[src/rtl/hp_pkg.sv]
package hp_pkg;

  typedef enum logic [1:0] {
    EVT_BOOT   = 2'd0,
    EVT_ADD    = 2'd1,
    EVT_REMOVE = 2'd2,
    EVT_NONE   = 2'd3
  } evtKind_t;

  typedef enum logic {
    ST_IDLE  = 1'b0,
    ST_DRAIN = 1'b1
  } ctrlState_t;

  // word index of each register (byte offset / 4)
  localparam logic [2:0] IDX_UP     = 3'd0;
  localparam logic [2:0] IDX_DOWN   = 3'd1;
  localparam logic [2:0] IDX_EJECT  = 3'd2;
  localparam logic [2:0] IDX_REMOV  = 3'd3;
  localparam logic [2:0] IDX_STS    = 3'd4;
  localparam logic [2:0] IDX_STS_EN = 3'd5;

  typedef struct packed {
    logic ejectEn;
    logic rebuildEn;
    logic evtEn;
    logic stsClrEn;
    logic stsEnWrEn;
  } hpStrobe_t;

endpackage

[src/rtl/hp_lowbit.sv]
module hp_lowbit #(
  parameter int W  = 32,
  localparam int IW = (W > 1) ? $clog2(W) : 1
) (
  input  logic [W-1:0]  vec,
  output logic [IW-1:0] idx,
  output logic          any
);
  always_comb begin
    idx = '0;
    for (int i = W - 1; i >= 0; i--) begin
      if (vec[i]) idx = i[IW-1:0];
    end
    any = |vec;
  end
endmodule

[src/rtl/hp_ctrl.sv]
module hp_ctrl
  import hp_pkg::*;
#(
  parameter int NUM_SLOTS = 32,
  parameter int DATA_W    = 32,
  parameter int ADDR_W    = 5,
  localparam int SLOT_W   = $clog2(NUM_SLOTS)
) (
  input  logic                 clk,
  input  logic                 rstN,
  input  logic                 wrEn,
  input  logic [ADDR_W-1:0]    addr,
  input  logic [DATA_W-1:0]    wrData,
  input  logic                 evtValid,
  input  logic [1:0]           evtKind,
  input  logic                 hotResetReq,
  input  logic [NUM_SLOTS-1:0] pendingIn,
  output hpStrobe_t            strb,
  output logic [SLOT_W-1:0]    ejectSlot,
  output logic                 busy
);
  ctrlState_t stateQ, stateN;
  logic [SLOT_W-1:0] pendSlot, wrSlot;
  logic pendAny, wrAny, aligned, wrEject;
  logic [ADDR_W-3:0] regIdx;

  hp_lowbit #(.W(NUM_SLOTS)) i_pendLow (.vec(pendingIn), .idx(pendSlot), .any(pendAny));
  hp_lowbit #(.W(NUM_SLOTS)) i_wrLow (.vec(wrData[NUM_SLOTS-1:0]), .idx(wrSlot), .any(wrAny));

  assign aligned = (addr[1:0] == 2'b00);
  assign regIdx  = addr[ADDR_W-1:2];
  assign busy    = (stateQ == ST_DRAIN);
  assign wrEject = wrEn && aligned && (regIdx == (ADDR_W-2)'(IDX_EJECT)) && wrAny;

  always_comb begin
    stateN         = stateQ;
    strb           = '0;
    ejectSlot      = wrSlot;
    if (busy) begin
      if (pendAny) begin
        strb.ejectEn = 1'b1;
        ejectSlot    = pendSlot;
      end else begin
        strb.rebuildEn = 1'b1;
        stateN         = ST_IDLE;
      end
    end else begin
      strb.ejectEn   = wrEject;
      strb.evtEn     = evtValid && (evtKind != EVT_NONE);
      strb.stsClrEn  = wrEn && aligned && (regIdx == (ADDR_W-2)'(IDX_STS));
      strb.stsEnWrEn = wrEn && aligned && (regIdx == (ADDR_W-2)'(IDX_STS_EN));
      if (hotResetReq) stateN = ST_DRAIN;
    end
  end

  always_ff @(posedge clk or negedge rstN) begin
    if (!rstN) stateQ <= ST_DRAIN;
    else       stateQ <= stateN;
  end


  drain_step_chk: assert property (@(posedge clk) disable iff (!rstN)
    busy && pendAny |=> $countones(pendingIn) == $countones($past(pendingIn)) - 1);


  busy_quiet_chk: assert property (@(posedge clk) disable iff (!rstN)
    busy |-> !strb.evtEn && !strb.stsClrEn && !strb.stsEnWrEn);
endmodule

[src/rtl/hp_dpath.sv]
module hp_dpath
  import hp_pkg::*;
#(
  parameter int NUM_SLOTS = 32,
  parameter int DATA_W    = 32,
  parameter int ADDR_W    = 5,
  parameter int STS_W     = 8,
  parameter int HP_BIT    = 1,
  localparam int SLOT_W   = $clog2(NUM_SLOTS)
) (
  input  logic                 clk,
  input  logic                 rstN,
  input  hpStrobe_t            strb,
  input  logic [SLOT_W-1:0]    ejectSlot,
  input  logic [1:0]           evtKind,
  input  logic [SLOT_W-1:0]    evtSlot,
  input  logic [DATA_W-1:0]    wrData,
  input  logic                 rdEn,
  input  logic [ADDR_W-1:0]    addr,
  input  logic [NUM_SLOTS-1:0] fixedMask,
  input  logic [NUM_SLOTS-1:0] occupiedMask,
  output logic [NUM_SLOTS-1:0] pendingOut,
  output logic [DATA_W-1:0]    rdData,
  output logic                 irq
);
  logic [NUM_SLOTS-1:0] presentQ, presentN, enableQ, enableN, pendingQ, pendingN;
  logic [STS_W-1:0]     stsQ, stsN, stsEnQ, stsEnN;
  logic [DATA_W-1:0]    rdDataQ, rdMux;
  logic                 isAdd, isRemove, isBoot;

  assign isAdd    = strb.evtEn && (evtKind == EVT_ADD);
  assign isRemove = strb.evtEn && (evtKind == EVT_REMOVE);
  assign isBoot   = strb.evtEn && (evtKind == EVT_BOOT);

  always_comb begin
    presentN = presentQ;
    enableN  = enableQ;
    pendingN = pendingQ;
    stsN     = stsQ;
    stsEnN   = stsEnQ;
    if (strb.rebuildEn) begin
      presentN = occupiedMask;
      enableN  = ~fixedMask;
    end
    if (strb.ejectEn) begin
      pendingN[ejectSlot] = 1'b0;
      if (!fixedMask[ejectSlot]) presentN[ejectSlot] = 1'b0;
    end
    if (strb.stsClrEn)  stsN   = stsQ & ~wrData[STS_W-1:0];
    if (strb.stsEnWrEn) stsEnN = wrData[STS_W-1:0];
    if (isAdd || isBoot) presentN[evtSlot] = 1'b1;
    if (isRemove)        pendingN[evtSlot] = 1'b1;
    if (isAdd || isRemove) stsN[HP_BIT] = 1'b1;
  end

  always_comb begin
    rdMux = '0;
    if (addr[1:0] == 2'b00) begin
      case (addr[ADDR_W-1:2])
        (ADDR_W-2)'(IDX_UP):     rdMux = DATA_W'(presentQ & enableQ);
        (ADDR_W-2)'(IDX_DOWN):   rdMux = DATA_W'(pendingQ);
        (ADDR_W-2)'(IDX_REMOV):  rdMux = DATA_W'(enableQ);
        (ADDR_W-2)'(IDX_STS):    rdMux = DATA_W'(stsQ);
        (ADDR_W-2)'(IDX_STS_EN): rdMux = DATA_W'(stsEnQ);
        default:                 rdMux = '0;
      endcase
    end
  end

  always_ff @(posedge clk or negedge rstN) begin
    if (!rstN) begin
      presentQ <= '0;
      enableQ  <= '0;
      pendingQ <= '0;
      stsQ     <= '0;
      stsEnQ   <= '0;
      rdDataQ  <= '0;
    end else begin
      presentQ <= presentN;
      enableQ  <= enableN;
      pendingQ <= pendingN;
      stsQ     <= stsN;
      stsEnQ   <= stsEnN;
      if (rdEn) rdDataQ <= rdMux;
    end
  end

  assign pendingOut = pendingQ;
  assign rdData     = rdDataQ;
  assign irq        = |(stsQ & stsEnQ);


  eject_clear_chk: assert property (@(posedge clk) disable iff (!rstN)
    strb.ejectEn && !(isRemove && evtSlot == ejectSlot) |=> !pendingQ[$past(ejectSlot)]);


  hot_add_chk: assert property (@(posedge clk) disable iff (!rstN)
    isAdd |=> presentQ[$past(evtSlot)] && stsQ[HP_BIT]);


  boot_quiet_chk: assert property (@(posedge clk) disable iff (!rstN)
    isBoot && !strb.stsClrEn |=> $stable(stsQ));


  rebuild_chk: assert property (@(posedge clk) disable iff (!rstN)
    strb.rebuildEn |=> enableQ == ~$past(fixedMask));
endmodule

[src/rtl/pci_hotplug_regs.sv]
module pci_hotplug_regs
  import hp_pkg::*;
#(
  parameter int NUM_SLOTS = 32,
  parameter int DATA_W    = 32,
  parameter int ADDR_W    = 5,
  parameter int STS_W     = 8,
  parameter int HP_BIT    = 1,
  localparam int SLOT_W   = $clog2(NUM_SLOTS)
) (
  input  logic                 clk,
  input  logic                 rstN,
  input  logic                 rdEn,
  input  logic                 wrEn,
  input  logic [ADDR_W-1:0]    addr,
  input  logic [DATA_W-1:0]    wrData,
  output logic [DATA_W-1:0]    rdData,
  input  logic                 evtValid,
  input  logic [1:0]           evtKind,
  input  logic [SLOT_W-1:0]    evtSlot,
  input  logic [NUM_SLOTS-1:0] fixedMask,
  input  logic [NUM_SLOTS-1:0] occupiedMask,
  input  logic                 hotResetReq,
  output logic                 busy,
  output logic                 irq
);
  hpStrobe_t            strb;
  logic [SLOT_W-1:0]    ejectSlot;
  logic [NUM_SLOTS-1:0] pending;

  hp_ctrl #(.NUM_SLOTS(NUM_SLOTS), .DATA_W(DATA_W), .ADDR_W(ADDR_W)) i_ctrl (
    .clk(clk), .rstN(rstN), .wrEn(wrEn), .addr(addr), .wrData(wrData),
    .evtValid(evtValid), .evtKind(evtKind), .hotResetReq(hotResetReq),
    .pendingIn(pending), .strb(strb), .ejectSlot(ejectSlot), .busy(busy));

  hp_dpath #(.NUM_SLOTS(NUM_SLOTS), .DATA_W(DATA_W), .ADDR_W(ADDR_W),
             .STS_W(STS_W), .HP_BIT(HP_BIT)) i_dpath (
    .clk(clk), .rstN(rstN), .strb(strb), .ejectSlot(ejectSlot),
    .evtKind(evtKind), .evtSlot(evtSlot), .wrData(wrData), .rdEn(rdEn),
    .addr(addr), .fixedMask(fixedMask), .occupiedMask(occupiedMask),
    .pendingOut(pending), .rdData(rdData), .irq(irq));


  irq_idle_chk: assert property (@(posedge clk) disable iff (!rstN)
    $past(!rstN) |-> !irq);
endmodule

[config.mk]
export PLATFORM = sky130hd
export DESIGN_NAME = pci_hotplug_regs
export DESIGN_NICKNAME = d
export VERILOG_FILES = /design/src/rtl/hp_pkg.sv /design/src/rtl/hp_lowbit.sv /design/src/rtl/hp_ctrl.sv /design/src/rtl/hp_dpath.sv /design/src/rtl/pci_hotplug_regs.sv
export SDC_FILE = /design/constraint.sdc
export NUM_CORES = 1
export LEC_CHECK = 0
export BUFFER_PORTS_ARGS = -buffer_cell sky130_fd_sc_hd__buf_2
export CAP_MARGIN = 20
export CORE_MARGIN = 2
export CORE_UTILIZATION = 50
export CTS_CLUSTER_DIAMETER = 150
export DETAILED_ROUTE_END_ITERATION = 10
export PLACE_DENSITY_LB_ADDON = 0.3
export SLEW_MARGIN = 15
export SYNTH_ARGS = -nofsm -noshare
export SYNTH_HDL_FRONTEND = slang
export SYNTH_SLANG_ARGS = --single-unit
[constraint.sdc]
create_clock -name clk -period 3.7 [get_ports clk]
set_clock_uncertainty 0.2 [all_clocks]
set_input_delay 0.555 -clock clk [delete_from_list [all_inputs] [get_ports clk]]
set_output_delay 0.555 -clock clk [all_outputs]
set_load 0.02 [all_outputs]
; Yosys cells after proc, flatten, opt, wreduce, memory -nomap -nowiden
; Index checks and enable logic that the tools add are counted.
[totals]
output_inout_bits = 34
inputBits = 114
reg_bits = 145
word_cells = 139
[classes]
bitwise = 10
n_mux = 89
magnitude_cmp = 4
n_eq_ne = 8
reduce_logical = 20
[ops]
columns = cell, count
row1 = 5-bit two-way mux, 66
row2 = 32-bit two-way mux, 7
row3 = 32-bit case mux with 5 select lines, 1
row4 = 32-bit AND, 3
row5 = 32-bit NOT, 2
row6 = 32-bit bitwise OR, 2
row7 = 32-bit OR reduction, 2
row8 = 8-bit AND, 2
row9 = 5-bit by 6-bit < comparator with 1-bit output (second input constant), 2
row10 = 1-bit logical AND, 11
row11 = 1-bit demux with 5-bit select, 2
row12 = 5-bit by 1-bit >= comparator with 1-bit output (second input constant), 2
row13 = 1-bit two-way mux, 10
row14 = 8-bit NOT, 1
row15 = 8-bit OR reduction, 1
row16 = 3-bit by 2-bit == test with 1-bit output (second input constant), 2
row17 = 3-bit == test (second input constant), 2
row18 = 1-bit binary-select mux with 5-bit select, 1
row19 = 2-bit logical NOT, 2
row20 = 3-bit by 1-bit == test with 1-bit output (second input constant), 1
row21 = 3-bit logical NOT, 1
row22 = 3-bit two-way mux, 1
row23 = 2-bit by 1-bit == test with 1-bit output (second input constant), 1
row24 = 2-bit == test (second input constant), 1
row25 = 4 further kinds, 5

; Longest topological paths before layout
; Gate-level depths: netlist of the first run.
[logic_depth]
depth_word = 44
depth_mapped = 11

; Modules after synthesis
; A second synthesis of the first run with hierarchy kept.
[unflattened]
hier_cells = 864
area_unflattened_um2 = 8157.8
[by_module_without_submodules]
columns = module, instances, cells_each, area_per_inst_um2
row1 = hp_dpath, 1, 716, 7210.7
row2 = hp_lowbit, 2, 65, 385.4
row3 = hp_ctrl, 1, 18, 176.4

; Least setup slack after synthesis of the first run
; Ideal clock, no wire load.
[synth_timing]
kind = reg-to-reg
startpoint = register i_dpath.pendingQ[13], in the netlist i_dpath.pendingOut[13]
endpoint = register i_dpath.presentQ[2]
setup_ns = 0.095
t_required_ns = 3.405
slack_ns = 0.545
arrival_ns = 2.860
period_less_slack_ns = 3.155
stages_incl_launch_ff = 11
path_cell_list = dfrtp_1 -> or4_4 -> nand2b_4 -> o31a_1 -> or3_4 -> o32a_4 -> buf_6 -> mux2i_1 -> a22oi_1 -> nor2_2 -> o31ai_1
[synth_via]
elab_chain_cells = 26
elab_cells_between_ends = 35
classes_between = 2 x order compare / 28 x mux / 3 x bitwise / 2 x reduce/logical
[synth_rtl]
columns = item, line_no
row1 = from (decl), hp_dpath.sv:26  ; logic [NUM_SLOTS-1:0] presentQ, presentN, enableQ, enableN, pendingQ, pendingN;
row2 = from (signal assigned), hp_dpath.sv:81  ; pendingQ <= pendingN;
row3 = 5-bit two-way mux (14 in a row), hp_lowbit.sv:12  ; if (vec[i]) idx = i[IW-1:0];
row4 = 5-bit two-way mux, hp_ctrl.sv:40  ; if (pendAny) begin
row5 = 5-bit two-way mux, hp_ctrl.sv:39  ; if (busy) begin
row6 = 5-bit by 6-bit < comparator with 1-bit output (implied by the code) or 5-bit by 1-bit >= comparator with 1-bit output (tied branches), hp_dpath.sv:47  ; if (!fixedMask[ejectSlot]) presentN[ejectSlot] = 1'b0;
row7 = 1-bit logical AND (implied by the code), hp_dpath.sv:47
row8 = 1-bit two-way mux (implied by the code), hp_dpath.sv:47
row9 = 1-bit demux with 5-bit select, -
row10 = 32-bit NOT (no line), -
row11 = 32-bit AND (no line), -
row12 = 32-bit two-way mux, hp_dpath.sv:47
row13 = 32-bit two-way mux (*), hp_dpath.sv:45  ; if (strb.ejectEn) begin
row14 = 32-bit bitwise OR (no line), -
row15 = 32-bit two-way mux (*), hp_dpath.sv:51  ; if (isAdd || isBoot) presentN[evtSlot] = 1'b1;
row16 = via i_dpath.presentN[2], hp_dpath.sv:26
row17 = to (signal assigned), hp_dpath.sv:79  ; presentQ <= presentN;
row18 = to (decl), hp_dpath.sv:26
; The timed path passes the listed nets; every way through them passes the cells marked *. The select of a mux whose other input is x is not followed.
; A chain may end at the register's enable or synchronous reset.

; Worst setup path in the final report of the first run
[layout_timing]
startpoint = register i_dpath.pendingQ[21], in the netlist i_dpath.pendingOut[21]
endpoint = register i_dpath.presentQ[3]
[layout_via]
elab_chain_cells = 34
elab_cells_between_ends = 43
classes_between = 2 x order compare / 36 x mux / 3 x bitwise / 2 x reduce/logical
[layout_rtl]
columns = item, line_no
row1 = 5-bit two-way mux (22 in a row), hp_lowbit.sv:12
row2 = 5-bit two-way mux, hp_ctrl.sv:40
row3 = 5-bit two-way mux, hp_ctrl.sv:39
row4 = 5-bit by 6-bit < comparator with 1-bit output (implied by the code) or 5-bit by 1-bit >= comparator with 1-bit output (tied branches), hp_dpath.sv:47
row5 = 1-bit logical AND (implied by the code), hp_dpath.sv:47
row6 = 1-bit two-way mux (implied by the code), hp_dpath.sv:47
row7 = 1-bit demux with 5-bit select, -
row8 = 32-bit NOT (no line), -
row9 = 32-bit AND (no line), -
row10 = 32-bit two-way mux, hp_dpath.sv:47
row11 = 32-bit two-way mux (*), hp_dpath.sv:45
row12 = 32-bit bitwise OR (no line), -
row13 = 32-bit two-way mux (*), hp_dpath.sv:51
row14 = via i_dpath.presentN[3], hp_dpath.sv:26
; Marks and branches as above.

==> results of run 1 <==
placed cells by master, fill, tap and decap left out, types with 28 or more instances in the layout:
cell       n
inv_1     44
o21ai_0   70
mux2i_1   48
o22ai_1   60
a21oi_1   32
mux2_2    28
nor2_1    57
nand2_1  121
dfrtp_1  144
buf_2    146
stage by stage:
stage                     hold slack (ns)  power [µW]
final                               0.125       11600
after CTS                           0.116       11500
after global routing                0.125       12200
after floorplan                    0.0594        7450
after detailed placement            0.294        9540
after global placement              0.280        9400
per-layer routing:
| layer | track usage (%) | vias to the layer above | share of wire (%) |
|---|---|---|---|
| met2 | 46.4 | 357 | 45 |
| li1 | - | 3540 | - |
| met4 | 11.3 | 0 | 2.7 |
| met1 | 43.4 | 3679 | 44 |
| met5 | 0 | - | 0 |
| met3 | 6.03 | 59 | 8.2 |
worst paths after layout:
path                       slack, ns  cells after the start                               end                             start
setup / recovery                0.08                      9     i_dpath.presentQ[3]$_DFF_PN0_  i_dpath.pendingOut[21]$_DFF_PN0_
hold / removal                  0.12                      2             i_ctrl.busy$_DFF_PN1_                       hotResetReq
setup reg to reg                0.08                      9     i_dpath.presentQ[3]$_DFF_PN0_  i_dpath.pendingOut[21]$_DFF_PN0_
hold reg to reg                 0.31                      2   i_dpath.enableQ[28]$_DFFE_PN0P_   i_dpath.enableQ[28]$_DFFE_PN0P_
max in group asynchronous       1.91                      3  i_dpath.pendingOut[25]$_DFF_PN0_                              rstN
min in group asynchronous       0.47                      2       i_dpath.stsQ[0]$_DFFE_PN0P_                              rstN
layout make-up:
| class | instances | share of cell area (%) |
|---|---|---|
| clock inverters | 7 | 1.49 |
| well taps | 216 | 2.78 |
| multi-input cells | 642 | 41.9 |
| repair buffers | 173 | 9.66 |
| flip-flops and latches | 145 | 37.3 |
| inverters | 44 | 1.70 |
| clock buffers | 25 | 5.20 |
where the power goes:
| part | switching, µW | leakage [µW] | internal (µW) |
|---|---|---|---|
| sequential | 500 | 0.00187 | 2170 |
| combinational | 4340 | 0.00230 | 2680 |
| clock | 678 | 0.000314 | 1220 |
| total | 5510 | 0.00449 | 6080 |
sequential cells by signal, summed over array words and instances (netlist names):
register / count
i_ctrl.busy: 1
i_dpath.pendingOut: 32
i_dpath.stsEnQ: 8
i_dpath.stsQ: 8
i_dpath.rdData: 32
i_dpath.enableQ: 32
i_dpath.presentQ: 32
cells by family (layout without fill, tap and decap cells):
| family | count (synthesis) | in the layout | synth area share [%] |
|---|---|---|---|
| simple gates | 289 | 289 | 17.9 |
| compound gates | 275 | 275 | 22.5 |
| flops | 145 | 145 | 45.2 |
| buf+inv | 88 | 249 | 4.34 |
| mux | 77 | 77 | 10.1 |
| xor+xnor | 1 | 1 | 0.109 |
what timing repair did:
item,4_1_cts,5_1_grt
hold buffers,1,0
hold endpoints to repair,61,0
gates resized for setup,0,1
endpoints found under the setup margin,0,2
==> flow_summary.toml, run 1 <==
[timing]
drv_slew = 0
final_hold_viol_count = 0
grt_setup_unrepaired = "false"
fmax_ghz = 0.277
slew-limit-headroom_pct = 52.6
layout_setup_ws_ns = 0.0835
finalSetupTns_ns = 0
tightest_slew_ns = 0.711
fin_crit_ns = 3.62
period_share_pct = 97.7
setup_violations = 0

[grt]
grt_pass1_wl_um = 39500
grt_use_total_pct = 30.5
grt_pass1_vias = 7321
grt_max_degree = 65
antenna_found_initial = 0
grt-ovfl-total = 0

[critical_path]
cpMaxStageDelayCell = "or4_4"
crit_fanout = 12
crit_type = "register to register"
cp.arrival_ns = 3.72
path_delay_family = "compound AO/OA/AOI/OAI gates"
crit_path_start_kind = "register"
crit_path_max_incr_delay_ns = 0.56
end_kind = "register"
path_cells = "or4_4, nand4b_4, o31a_1, or3_4, o32a_4, a221oi_1, a22oi_2, nand2_1, o31ai_1"
path_buf_inv = 0
timing.critical_path.required_ns = 3.80

[placement]
placed_cells = 1219
pre_cts_ws_ns = 0.190
gp_congestion = 0.921
placed_area_um2 = 9060
portBuffers = 147
dp.final_hpwl_um = 18000

[logic_synthesis]
yosys-top-cells-count = "dfrtp_1 (144), nand2_1 (122), o21ai_0 (70)"
yosys_warnings = 0
syn_nets = 989
ys_ff_latch = 145
ys_top_cells_by_area = "dfrtp_1 (45%), mux2i_1 (6.0%), nand2_1 (5.7%), o22ai_1 (4.7%), o21ai_0 (4.4%)"
synth_most_common_cell = "dfrtp_1"
yosysTopAreaCellShare_pct = 44.8
synth_top_cell_by_area = "dfrtp_1"
synth_edf_count = 0
async_reset_ff_share_pct = 100
ys_seq_area_share_pct = 45.2
ys.flop_type = "dfrtp_1"
synthDistinctLibCells = 74
syn_inst = 875
syn_avg_cell_area_um2 = 9.19
synth_area_um2 = 8040

[drt]
drc = 0
num_vias = 7635
wl_um = 25100
drtPass1Iterations = 5
avgRoutedWirePerCell_um = 20.1
viasPerCell = 6.10
antenna_left = 0
drt-initial-drc-count = 832

[finish]
fillers = 1418
drive_gt1_share_pct = 24.9
instances_no_fill = 1252
seq_area_um2 = 3630
n_antenna_cell = 0
multi_input_area_um2 = 4070
syn2layout_area_growth_pct = 21.0
final_net_count = 1137
final_util_pct = 61.5
finish.instance_area_um2 = 9730

[floorplanning]
top_level_ports = 148
core_area_um2 = 15800
start_util_pct = 50.8
die_y_um = 131
rows = 46
dieArea_um2 = 17100
fp.dieW_um = 131

[clock_network]
numCtsBuffers = 17
clk_pin_slew_ns = 0.06
root_buffer = "clkbuf_16"
cts_tree = "yes"
cts.sinks = 145
cts_max_level = 4
clk_latency_ns = 0.44
cts_max_path_buffers = 2
post_cts_buffers = 0

[flow_run]
drv_cap = 0

[power_and_ir_drop]
p_per_area_nw_per_um2 = 1190
power.leakage_uw = 0.00449
peakVddDrop_mv = 0.895

[min_path]
hold_class = "input port to register"

[outcome]
status = "finished clean"
(Power assumes the default switching activity.)
==> run 2: changes to the inputs <==
Settings changed: BUFFER_PORTS_ARGS -buffer_cell sky130_fd_sc_hd__buf_2 to unset, CTS_CLUSTER_SIZE set to 12, DONT_BUFFER_PORTS set to 1, SETUP_SLACK_MARGIN set to 0.2.
==> flow_summary.toml, run 2 (synthesis gave the netlist of run 1 again) <==
[grt]
grt_pass1_wl_um = 38400
grt-ovfl-total = 0
grt_pass1_vias = 6813
antenna_found_initial = 0
grt_max_degree = 146
grt_use_total_pct = 30.0

[clock_network]
cts_max_path_buffers = 2
numCtsBuffers = 17
cts_tree = "yes"
cts_max_level = 4
cts.sinks = 145
clk_latency_ns = 0.43
clk_pin_slew_ns = 0.06
root_buffer = "clkbuf_16"

[timing]
final_hold_viol_count = 145
hold-worst-slack_ns = -0.378
period_share_pct = 91.7
slew-limit-headroom_pct = 29.7
layout_setup_ws_ns = 0.306
setup_violations = 0
fin_crit_ns = 3.39
drv_slew = 0
fmax_ghz = 0.295
finalSetupTns_ns = 0
tightest_slew_ns = 1.05
grt_setup_unrepaired = "false"

[drt]
drtPass1Iterations = 5
num_vias = 7084
drt-initial-drc-count = 720
viasPerCell = 6.41
wl_um = 25100
avgRoutedWirePerCell_um = 22.7
antenna_left = 0
drc = 0

[power_and_ir_drop]
peakVddDrop_mv = 1.23
power.leakage_uw = 0.00384
power_uw = 11500
p_per_area_nw_per_um2 = 1280

[critical_path]
crit_fanout = 6
crit_type = "register to register"
crit_path_start_kind = "register"
cp.arrival_ns = 3.53
end_kind = "register"
regToRegSetupSlack_ns = 0.31
timing.critical_path.required_ns = 3.83

[floorplanning]
top_level_ports = 148
rows = 46
dieArea_um2 = 17100
start_util_pct = 50.8
core_area_um2 = 15800
die_y_um = 131
fp.dieW_um = 131

[finish]
final_net_count = 991
syn2layout_area_growth_pct = 11.7
multi_input_area_um2 = 4100
drive_gt1_share_pct = 13.1
n_antenna_cell = 0
fillers = 1408
most-common-layout-cells = "dfrtp_1 (144), nand2_1 (121), o21ai_0 (70)"
instances_no_fill = 1106
seq_area_um2 = 3630
final_common_cell = "dfrtp_1"

[placement]
placed_cells = 1065
dp.final_hpwl_um = 17700
gp_congestion = 0.970
pre_cts_ws_ns = 0.292
portBuffers = 0

[outcome]
status = "finished, violations left"
violations = "negative hold slack"

[flow_run]
drv_cap = 0

[min_path]
hold_class = "input port to async pin"
==> run 2: worst paths after layout <==
| path | startpoint | to | cells after the start |
|---|---|---|---|
| max | i_dpath.pendingOut[21]$_DFF_PN0_ | i_dpath.presentQ[3]$_DFF_PN0_ | 9 |
| min | rstN | i_dpath.stsQ[7]$_DFFE_PN0P_ | 0 |
| max reg2reg | i_dpath.pendingOut[21]$_DFF_PN0_ | i_dpath.presentQ[3]$_DFF_PN0_ | 9 |
| min reg2reg | i_dpath.enableQ[17]$_DFFE_PN0P_ | i_dpath.enableQ[17]$_DFFE_PN0P_ | 2 |
| max in group asynchronous | rstN | i_ctrl.busy$_DFF_PN1_ | 0 |
| min in group clk | wrData[5] | i_dpath.stsQ[5]$_DFFE_PN0P_ | 1 |
==> run 2: per-layer routing <==
layer  share of wire [%]  wire length, µm  vias up  GRT usage [%]
li1                    -                -     3251              -
met1                  43            10900     3427           41.3
met2                  45            11200      348           45.6
met3                 9.5             2380       58           9.49
met4                 2.5              630        0           9.51
met5                   0                0        -              0
==> run 2: critical path: stages, from the launching register on <==
cell      delay [ns]
dfrtp_1         0.41
or4_4           0.56
nand4b_4        0.22
o31a_1          0.42
or3_4           0.43
nor2_4          0.17
a221oi_2        0.10
a22oi_2         0.32
nand2_1         0.18
o31ai_1         0.28
==> run 2: through the flow <==
stage | util (%) | area, µm² | hold WS [ns]
after floorplan | - | 8040 | 0.0594
after global placement | 52.3 | 8270 | 0.0653
after detailed placement | 52.3 | 8270 | 0.0653
after CTS | 56.2 | 8890 | -0.393
after global routing | 56.7 | 8980 | -0.394
final | 56.7 | 8980 | -0.378
==> run 2: timing repair <==
action                                 4_1_cts  5_1_grt
resized for setup                            0        3
endpoints found under the hold margin      145      145
setup endpoints to repair                    0       10
buffers inserted                             0        8
==> run 2: where the power goes <==
group	leakage [µW]	internal, µW	switching, µW	total [µW]
Combinational	0.00167	2820	4180	7000
Clock	0.000296	1130	688	1810
Sequential	0.00187	2170	499	2660
Total	0.00384	6110	5370	11500
==> run 2: area by class of cell <==
cell class,count,share of cell area (%)
Sequential cell,145,40.4
Multi-Input combinational cell,643,45.7
Timing Repair Buffer,26,2.17
Clock inverter,14,2.10
Tap cell,216,3.01
Clock buffer,18,4.78
Inverter,44,1.84
